`src/rtl/ppr_pkg.sv`:
```
package ppr_pkg;

    localparam int PPR_SEL_W = 3;
    localparam int PPR_LINES = 1 << PPR_SEL_W;
    localparam int PPR_BYTE_W = 8;

    // Fixed pattern carried in bits 6:4 of a valid enable byte
    localparam logic [2:0] PPR_EN_TAG = 3'b110;

    typedef struct packed {
        logic                 valid;
        logic                 sense;
        logic [PPR_SEL_W-1:0] line;
    } ppr_cfg_t;

    typedef enum logic [1:0] {
        ARM_IDLE  = 2'b00,
        ARM_ARMED = 2'b01
    } ppr_arm_e;

    function automatic logic ppr_is_enable(input logic [PPR_BYTE_W-1:0] b);
        return b[6:4] == PPR_EN_TAG;
    endfunction

    function automatic ppr_cfg_t ppr_decode(input logic [PPR_BYTE_W-1:0] b);
        ppr_cfg_t c;
        c.valid = 1'b1;
        c.sense = b[3];
        c.line  = b[PPR_SEL_W-1:0];
        return c;
    endfunction

endpackage

```
`src/rtl/ppr_mask_reg.sv`:
```
module ppr_mask_reg
    import ppr_pkg::*;
#(
    parameter int DATA_W = PPR_LINES
) (
    input  logic              clk,
    input  logic              rst,
    input  logic              wr,
    input  logic [DATA_W-1:0] wdata,
    input  logic [DATA_W-1:0] status_byte,
    output logic [DATA_W-1:0] mask_q,
    output logic              ist
);

    always_ff @(posedge clk) begin
        if (rst) begin
            mask_q <= '0;
        end else if (wr) begin
            mask_q <= wdata;
        end
    end

    assign ist = |(mask_q & status_byte);

endmodule

```
`src/rtl/ppr_cfg_decoder.sv`:
```
module ppr_cfg_decoder
    import ppr_pkg::*;
(
    input  logic                  clk,
    input  logic                  rst,
    input  logic                  cmd_cfg,
    input  logic                  cmd_dis,
    input  logic                  en_valid,
    input  logic [PPR_BYTE_W-1:0] en_byte,
    output ppr_cfg_t              cfg_q
);

    ppr_arm_e arm_q;
    logic     accept;
    logic     unused_top_bit;

    assign unused_top_bit = en_byte[7];
    assign accept = en_valid && (arm_q == ARM_ARMED) && ppr_is_enable(en_byte);

    always_ff @(posedge clk) begin
        if (rst || cmd_dis) begin
            arm_q <= ARM_IDLE;
            cfg_q <= '0;
        end else begin
            if (accept) begin
                cfg_q <= ppr_decode(en_byte);
            end
            if (cmd_cfg) begin
                arm_q <= ARM_ARMED;
            end else if (en_valid) begin
                arm_q <= ARM_IDLE;
            end
        end
    end

endmodule

```
`src/rtl/ppr_line_driver.sv`:
```
module ppr_line_driver
    import ppr_pkg::*;
#(
    parameter int DATA_W = PPR_LINES,
    localparam int SEL_W = $clog2(DATA_W)
) (
    input  logic              poll_req,
    input  logic              ist,
    input  ppr_cfg_t          cfg,
    output logic [DATA_W-1:0] resp_data,
    output logic [DATA_W-1:0] resp_drive
);

    logic asserted;

    assign asserted = poll_req && cfg.valid && (ist == cfg.sense);

    for (genvar i = 0; i < DATA_W; i++) begin : g_line
        localparam logic [SEL_W-1:0] IDX = SEL_W'(i);
        logic hit;
        assign hit           = asserted && (cfg.line[SEL_W-1:0] == IDX);
        assign resp_drive[i] = hit;
        assign resp_data[i]  = hit;
    end

endmodule

```
`src/rtl/ppoll_resp_unit.sv`:
```
module ppoll_resp_unit
    import ppr_pkg::*;
#(
    parameter int DATA_W = PPR_LINES
) (
    input  logic              clk,
    input  logic              rst,
    input  logic              mask_wr,
    input  logic [DATA_W-1:0] mask_wdata,
    output logic [DATA_W-1:0] pp_mask_q,
    input  logic [DATA_W-1:0] status_byte,
    input  logic              cmd_cfg,
    input  logic              cmd_dis,
    input  logic              en_valid,
    input  logic [PPR_BYTE_W-1:0] en_byte,
    input  logic              poll_req,
    output logic              ist,
    output logic [DATA_W-1:0] resp_data,
    output logic [DATA_W-1:0] resp_drive
);

    ppr_cfg_t cfg_q;

    ppr_mask_reg #(.DATA_W(DATA_W)) u_mask (
        .clk         (clk),
        .rst         (rst),
        .wr          (mask_wr),
        .wdata       (mask_wdata),
        .status_byte (status_byte),
        .mask_q      (pp_mask_q),
        .ist         (ist)
    );

    ppr_cfg_decoder u_dec (
        .clk      (clk),
        .rst      (rst),
        .cmd_cfg  (cmd_cfg),
        .cmd_dis  (cmd_dis),
        .en_valid (en_valid),
        .en_byte  (en_byte),
        .cfg_q    (cfg_q)
    );

    ppr_line_driver #(.DATA_W(DATA_W)) u_drv (
        .poll_req   (poll_req),
        .ist        (ist),
        .cfg        (cfg_q),
        .resp_data  (resp_data),
        .resp_drive (resp_drive)
    );

endmodule

```
`config.mk`:
```
export PLATFORM = sky130hd
export DESIGN_NAME = ppoll_resp_unit
export DESIGN_NICKNAME = d
export VERILOG_FILES = /design/src/rtl/ppr_pkg.sv /design/src/rtl/ppr_mask_reg.sv /design/src/rtl/ppr_cfg_decoder.sv /design/src/rtl/ppr_line_driver.sv /design/src/rtl/ppoll_resp_unit.sv
export SDC_FILE = /design/constraint.sdc
export NUM_CORES = 1
export LEC_CHECK = 0
export CORE_UTILIZATION = 39
export CTS_CLUSTER_DIAMETER = 200
export DETAILED_ROUTE_END_ITERATION = 6
export GPL_TIMING_DRIVEN = 0
export PLACE_DENSITY = 0.83
export RECOVER_POWER = 25
export REMOVE_ABC_BUFFERS = 1
export SLEW_MARGIN = 20
export SYNTH_ARGS = -nofsm -noshare
export SYNTH_HDL_FRONTEND = slang
export SYNTH_SLANG_ARGS = --single-unit
```
`constraint.sdc`:
```
create_clock -name clk -period 1.95 [get_ports clk]
set_input_delay 0.195 -clock clk [delete_from_list [all_inputs] [get_ports clk]]
set_output_delay 0.195 -clock clk [all_outputs]
set_load 0.02 [all_outputs]
```
* Word level (Yosys, flattened, before mapping)
Index checks and enable logic that the tools add are counted.
** Word-level totals
- Input port bits :: 31
- Bits in registers :: 14
- Output and inout port bits :: 25
- Logic and storage cells :: 33
** Cells by class
- Mux-type cells :: 2
- Reduce and logical (&&, ||, !) cells :: 16
- Bitwise gates (word level) :: 1
- Equality and inequality tests :: 9
** Operators with widths (number)
- $eq 3x3->1 const B :: 5
- $logic_and 1x1->1 :: 12
- $and 8x8->8 :: 1
- $reduce_or 8->1 :: 1
- $eq 3x2->1 const B :: 2
- $eq 3x1->1 const B :: 1
- $logic_not 3->1 :: 1
- $mux 1 :: 2
- $reduce_bool 2->1 :: 1
- $eq 1x1->1 :: 1
- $logic_or 1x1->1 :: 1

* Depth between registers and ports, before layout
Gate-level depths: netlist (run 1).
- Depth in word-level cells :: 5
- Mapped depth :: 5
- Gate-level depth less buffers :: 3

* Hierarchy
Synthesis (run 1) repeated with hierarchy kept, for this count alone.
** Second synthesis, totals
- Cells, all modules :: 87
- Area total of the unflattened synthesis :: 772.0 µm²
** By module, submodules not included
- ppr_mask_reg :: cells each 31, times used 1, area each 321.6 µm², sequential area each 160.2 µm²
- ppr_cfg_decoder :: cells each 26, times used 1, area each 242.7 µm², sequential area each 120.1 µm²
- ppr_line_driver :: cells each 30, times used 1, area each 207.7 µm², sequential area each 0.0 µm²

* Least setup slack after synthesis (run 1)
No wires, ideal clock.
- Path type :: reg-to-output
- Start :: register u_mask.mask_q[1]
- End :: output resp_data[1]
- Path buffers :: 2
- Arrival :: 1.267 ns
- Path slack :: 0.488 ns
- Cell stages (with the launch flop) :: 6
- Required time :: 1.755 ns
- Cells stage by stage :: dfxtp_1 a22oi_1 and4_1 buf_6 mux2i_1 buf_4
** On the way
- Longest elaborated chain between the ends :: 5
** Ends and longest elaborated chain
- start, declared :: RTL line ppr_mask_reg.sv:11 : output logic [DATA_W-1:0] mask_q,
- start signal, assigned :: RTL line ppr_mask_reg.sv:19 : mask_q <= wdata;
- $and 8x8->8 :: RTL line ppr_mask_reg.sv:23 : assign ist = |(mask_q & status_byte);
- $reduce_or 8->1 :: RTL line ppr_mask_reg.sv:23
- $eq 1x1->1 :: RTL line ppr_line_driver.sv:16 : assign asserted = poll_req && cfg.valid && (ist == cfg.sense);
- $logic_and 1x1->1 :: RTL line ppr_line_driver.sv:16
- $logic_and 1x1->1 :: RTL line ppr_line_driver.sv:21 : assign hit = asserted && (cfg.line[SEL_W-1:0] == IDX);
- end, declared :: RTL line ppoll_resp_unit.sv:18 : output logic [DATA_W-1:0] resp_data,
No other way between the ends.

* Worst setup path in the final report (run 1)
- Start :: input status_byte[4]
- End :: output resp_drive[7]
** On the way
- Longest elaborated chain between the ends :: 5
** Ends and longest elaborated chain
- start, declared :: RTL line ppoll_resp_unit.sv:11 : input logic [DATA_W-1:0] status_byte,
- $and 8x8->8 :: RTL line ppr_mask_reg.sv:23
- $reduce_or 8->1 :: RTL line ppr_mask_reg.sv:23
- $eq 1x1->1 :: RTL line ppr_line_driver.sv:16
- $logic_and 1x1->1 :: RTL line ppr_line_driver.sv:16
- $logic_and 1x1->1 :: RTL line ppr_line_driver.sv:21
- end, declared :: RTL line ppoll_resp_unit.sv:19 : output logic [DATA_W-1:0] resp_drive
No other way between the ends.

==> results of run 1 <==
[power by group through the flow]
stage	Sequential [mW]	Clock (mW)	Combinational (mW)
6_report	0.308	0.209	0.182
5_1_grt	0.309	0.230	0.191
4_1_cts	0.308	0.216	0.175
3_5_place_dp	0.313	0	0.162
3_3_place_gp	0.312	0	0.157
2_1_floorplan	0.323	0	0.0511
[synthesized netlist by cell type, types with 2 or more instances]
library cell,number,area [sq um]
a21oi_1,6,30.0
a22oi_1,4,30.0
and4_1,2,17.5
and4b_1,3,30.0
buf_2,2,10.0
buf_4,16,120
dfxtp_1,14,280
inv_1,3,11.3
mux2i_1,16,160
nand2_1,12,45.0
nand3_1,8,40.0
nor2_1,11,41.3
nor2b_1,2,12.5
o21ai_0,4,20.0
[layout make-up]
| class | count | area (sq um) |
|---|---|---|
| Sequential cell | 14 | 280 |
| Clock buffer | 4 | 36.3 |
| Inverter | 3 | 11.3 |
| Tap cell | 27 | 33.8 |
| Multi-Input combinational cell | 72 | 499 |
| Fill cell | 182 | 679 |
| Timing Repair Buffer | 55 | 522 |
[placed cells by master (no fill, tap or decap), drive strengths merged, types with 3 or more instances in the layout]
| cell type | n |
|---|---|
| mux2i | 16 |
| and4b | 3 |
| inv | 3 |
| buf | 7 |
| dfxtp | 14 |
| o21ai | 4 |
| and4 | 3 |
| clkdlybuf4s50 | 35 |
| nor2 | 11 |
| clkbuf | 5 |
| a22oi | 4 |
| nand2 | 12 |
| clkdlybuf4s15 | 7 |
| a21oi | 6 |
| nand3 | 8 |
[flip-flops by register name (all words and copies together), names as in the netlist]
| signal | flops |
|---|---|
| u_dec.arm_q | 1 |
| u_mask.mask_q | 8 |
| u_dec.cfg_q | 5 |
[worst max path at each step]
| stage | slack [ns] | start | endpoint | cells after the start |
|---|---|---|---|---|
| 2_1_floorplan | -0.006 | u_mask.mask_q[1] | resp_data[0] | 3 |
| 3_5_place_dp | -0.56 | status_byte[6] | resp_drive[5] | 5 |
| 3_3_place_gp | -0.47 | status_byte[1] | resp_data[5] | 5 |
| 4_1_cts | -0.02 | u_mask.mask_q[4] | resp_drive[7] | 4 |
| 6_report | -0.01 | status_byte[4] | resp_drive[7] | 5 |
| 5_1_grt | -0.06 | u_mask.mask_q[4] | resp_drive[7] | 4 |
[critical path: stages]
cell	delay, ns
clkdlybuf4s50_1	0.41
a22oi_2	0.25
and4_4	0.31
mux2i_1	0.24
dlygate4sd2_1	0.36
[kinds of logic after synthesis]
logic type | after synthesis
flip-flops | 14
multiplexers | 16
AND/OR/NAND/NOR | 41
buffers and inverters | 23
AO/OA/AOI/OAI | 14
[per-layer routing]
| metal | vias to the layer above | share of wire | track usage | routed length (um) |
|---|---|---|---|---|
| li1 | 443 | - | - | - |
| met4 | 0 | 0.015 | 0.0905 | 35 |
| met5 | - | 0 | 0 | 0 |
| met2 | 29 | 0.54 | 0.378 | 1280 |
| met1 | 413 | 0.42 | 0.211 | 990 |
| met3 | 5 | 0.030 | 0.0278 | 70 |
[what timing repair did]
action | 4_1_cts | 5_1_grt
resized for setup | 44 | 17
setup buffers | 0 | 1
pin swaps | 1 | 0
hold buffers | 0 | 0
cloned | 1 | 0
endpoints found under the setup margin | 17 | 17
==> flow_summary.toml, run 1 <==
[power_and_ir_drop]
power.total_uw = 700
worst_ir_drop_on_vdd_mv = 0.341
seqPwrFrac = 0.440
leakagePower_nw = 0.560
switching_share = 0.254
clock_power_share = 0.299
combinationalPowerShare = 0.260
internal_power_uw = 522
power_density_nw_per_um2 = 506
p_switching_uw = 178

[yosys]
synth_xor_area_frac = 0
syn-cell-area_sq_um = 891
synth.yosys.seq_area_share = 0.315
synth.lib_cells_used.distinct = 19
yosys_warnings = 0
synth_ff_type = "dfxtp_1"
postSynthRegisterBits = 14
post_synth_fa_ha_maj_area_fraction = 0
synth-compound-area-share = 0.0899
post_synth_and_or_nand_nor_area_fraction = 0.240
synthesis.instances = 108
synthMuxAreaShare = 0.180
synth-async-reset-ratio = 0
synth_enable_flop_cells = 0
main_combinational_cell_family_by_area_after_synthesis = "simple AND/OR/NAND/NOR gates"
syn_area_per_cell_sq_um = 8.25

[setup_path]
worstPathArrival_ns = 1.77
worst-path-max-fanout = 4
timing.rr.end = "u_dec.cfg_q[1]"
worst-setup-path-type = "in2out"
cp-end-kind = "output port"
rr_worst_depth = 3
timing.critical_path.required_ns = 1.75
r2r_slack_ns = 1.02
timing.rr.start = "u_dec.arm_q[0]"
start_kind = "primary input"

[drt]
num_vias = 890
drt-initial-drc-count = 18
route.detailed.vias_per_inst = 5.09
wl_per_cell_um = 13.5
detail-route-antenna-nets = 0
finalWirelength_um = 2370
remaining_drc_errors = 0
dr.pass1.iters = 4

[sta]
period_utilisation_layout = 1.01
slew_headroom = 0.645
clock.fmax_mhz = 509
skew_ns = 0.000275
finalHoldViolCount = 0
slew_violations = 0
tns_ns = -0.0228
grt_setup_unrepaired = "yes"
final.min_clock_period_ns = 1.96
final_critical_path_setup_slack_ns = -0.0149
setup_violations = 2
worst_pin_slew_ns = 0.531
final.hold.worst_slack_ns = 0.490

[die]
top_level_ports = 56
placement_rows = 16
die_area_sq_um = 2480
die_height_um = 49.8
die_w_um = 49.8
starting_density_of_the_core = 0.432
floorplan.core_area_sq_um = 2060

[clocking]
clock_tree.root_cell = "clkbuf_4"
htree_levels = 1
clkSinkCount = 14
cts.reportedPaths.clkPinSlew_ns = 0.08
cts_buffers = 3
tritoncts = "done"
cts-root-to-sink-buffers = 2
clock_latency_on_the_worst_skew_pair_ns = 0.27

[placed_design]
placed_cells = 169
dpl.hpwl_um = 1810
port_buffers = 54
place_worst_setup_slack_ns = -0.556
gp_congestion = 0.787
detailed_place.area_sq_um = 1320

[final_layout]
fin_util = 0.671
post_layout_nonfiller_instances = 175
synthToLayoutAreaGrowth_pct = 55.2
design.final.nets = 180
layout-drive-gt1-share = 0.196
fin_area_sq_um = 1380
count_of_inserted_antenna_diode_cells = 0

[grt]
globalRouteOverflowTotal = 0
pin_count_of_the_biggest_net_entering_global_routing = 10
first_global_vias = 873
wire_length_of_the_first_global_routing_pass_um = 3720
groute.usage.overall = 0.199
grt_antenna_before_repair = 0

[worst_hold_path]
hold-path-cell-count = 3
hold_start = "en_byte[3]"
min_path_type = "in2reg"
timing.hold.worst_endpoint = "u_dec.cfg_q[3]"

[status]
violations = "setup timing"
outcome = "finished, violations left"

[flow_run]
drv.max_cap_violation_count = 0
Note: power is estimated with default switching activity, not from simulation.
==> inputs of run 2 (changes only) <==
CORE_UTILIZATION = 36   (was 39)
PLACE_DENSITY = 0.77   (was 0.83)
SKIP_CTS_REPAIR_TIMING = 1   (was default)
clock period = 2.2 ns   (was 1.95 ns; I/O delays follow)
==> run 2 against run 1 <==
Compared with the run above: the flow now finishes without violations; total power decreased by 15%; global-route usage decreased by 2.2 points; clock power decreased by 13%; clock-buffer cell count unchanged; critical endpoint is now ist; largest power group unchanged; highest routed layer unchanged.
==> flow_summary.toml, run 2 (synthesis gave the netlist of run 1 again) <==
[power_and_ir_drop]
worst_ir_drop_on_vdd_mv = 0.372
leakagePower_nw = 0.818
power.total_uw = 597
power_density_nw_per_um2 = 426

[sta]
setup_violations = 0
period_utilisation_layout = 0.901
clock.fmax_mhz = 505
final.hold.worst_slack_ns = 0.498
final.min_clock_period_ns = 1.98
worst_pin_slew_ns = 0.515
final_critical_path_setup_slack_ns = 0.218
skew_ns = 0.000189
grt_setup_unrepaired = "no"
slew_violations = 0
slew_headroom = 0.656
finalHoldViolCount = 0

[die]
die_w_um = 51.7
die_area_sq_um = 2680
starting_density_of_the_core = 0.391
die_height_um = 51.7
floorplan.core_area_sq_um = 2280
placement_rows = 17
top_level_ports = 56

[setup_path]
path_buf_inv = 3
start_kind = "primary input"
cp-end-kind = "output port"
worst-setup-path-type = "in2out"
critPathMostFrequentCell = "clkdlybuf4s50_1"
slowest_stage = "clkdlybuf4s50_1"
critPathTopFamily = "buffers and inverters"
critical_path.cell_chain = "clkdlybuf4s50_1 -> a22oi_1 -> and4_4 -> inv_1 -> clkdlybuf4s50_1"
worst-path-stages = 5
worstPathArrival_ns = 1.76
timing.rr.end = "u_dec.cfg_q[3]"
timing.rr.start = "u_dec.arm_q[0]"
largest_incremental_delay_on_the_critical_path_ns = 0.53
worst-path-max-fanout = 9
rr_worst_depth = 3
r2r_slack_ns = 1.26
timing.critical_path.required_ns = 1.98

[drt]
num_vias = 851
dr.pass1.iters = 4
route.detailed.vias_per_inst = 4.89
remaining_drc_errors = 0
wl_per_cell_um = 12.8
finalWirelength_um = 2230
detail-route-antenna-nets = 0
drt-initial-drc-count = 13

[final_layout]
count_of_inserted_antenna_diode_cells = 0
layout.cells.most_common = "clkdlybuf4s50_1"
max_flop_register = "u_mask.mask_q"
layout-drive-gt1-share = 0.0411
fin_util = 0.615
reg_top3 = "u_mask.mask_q (8), u_dec.cfg_q (5), u_dec.arm_q (1)"
largest_reg_flops = 8
post_layout_nonfiller_instances = 174
synthToLayoutAreaGrowth_pct = 57.2
most-common-layout-cells = "clkdlybuf4s50_1, mux2i_1, dlymetal6s2s_1, dfxtp_1, nand2_1"
design.final.nets = 178

[placed_design]
gp_congestion = 0.676
port_buffers = 54
place_worst_setup_slack_ns = -0.334
placed_cells = 170
dpl.hpwl_um = 1790

[clocking]
cts.reportedPaths.clkPinSlew_ns = 0.08
cts-root-to-sink-buffers = 2
clock_latency_on_the_worst_skew_pair_ns = 0.27
clock_tree.root_cell = "clkbuf_4"
clkSinkCount = 14
htree_levels = 1
cts_buffers = 3
tritoncts = "done"

[grt]
grt_antenna_before_repair = 0
pin_count_of_the_biggest_net_entering_global_routing = 10
groute.usage.overall = 0.177
first_global_vias = 813
globalRouteOverflowTotal = 0
wire_length_of_the_first_global_routing_pass_um = 3550

[worst_hold_path]
hold_start = "en_byte[2]"
hold-path-cell-count = 3
min_path_type = "in2reg"
timing.hold.worst_endpoint = "u_dec.cfg_q[2]"

[status]
outcome = "finished, final reports clean"

[flow_run]
drv.max_cap_violation_count = 0
## run 2: worst max path at each step
stage | startpoint | endpoint | slack (ns)
2_1_floorplan | u_mask.mask_q[1] | resp_data[0] | 0.22
3_3_place_gp | status_byte[6] | resp_drive[5] | -0.29
3_5_place_dp | status_byte[3] | resp_drive[5] | -0.33
4_1_cts | status_byte[3] | resp_drive[5] | -0.33
5_1_grt | u_mask.mask_q[3] | ist | 0.12
6_report | status_byte[3] | ist | 0.22
## run 2: cell type report
type,instances,area [sq um]
Fill cell,203,876
Sequential cell,14,280
Inverter,3,11.3
Tap cell,28,35.0
Multi-Input combinational cell,71,457
Timing Repair Buffer,54,581
Clock buffer,4,36.3
## run 2: layer usage
| layer | vias to the layer above | track usage | share of wire |
|---|---|---|---|
| met2 | 29 | 0.333 | 0.53 |
| met4 | 0 | 0.0676 | 0.019 |
| met3 | 6 | 0.0175 | 0.045 |
| met1 | 381 | 0.202 | 0.41 |
| li1 | 435 | - | - |
| met5 | - | 0 | 0 |
## run 2: worst min-delay path, delay by kind of cell
family                 cells  cell delay, ns
buffers and inverters      1            0.40
AOI/OAI and AO/OA          1            0.05
and+or+nand+nor            1            0.06
## run 2: stage by stage
step                TNS, ns  instance area [sq um]
global route              0                   1400
finish                    0                   1400
detailed placement    -4.79                   1320
global placement      -4.33                   1320
floorplan                 0                    746
CTS                   -4.79                   1360
## run 2: power breakdown
part | switching [mW] | internal, mW | total, mW
Sequential | 0.00851 | 0.263 | 0.271
Combinational | 0.0555 | 0.0887 | 0.144
Clock | 0.0808 | 0.101 | 0.181
Total | 0.145 | 0.452 | 0.597
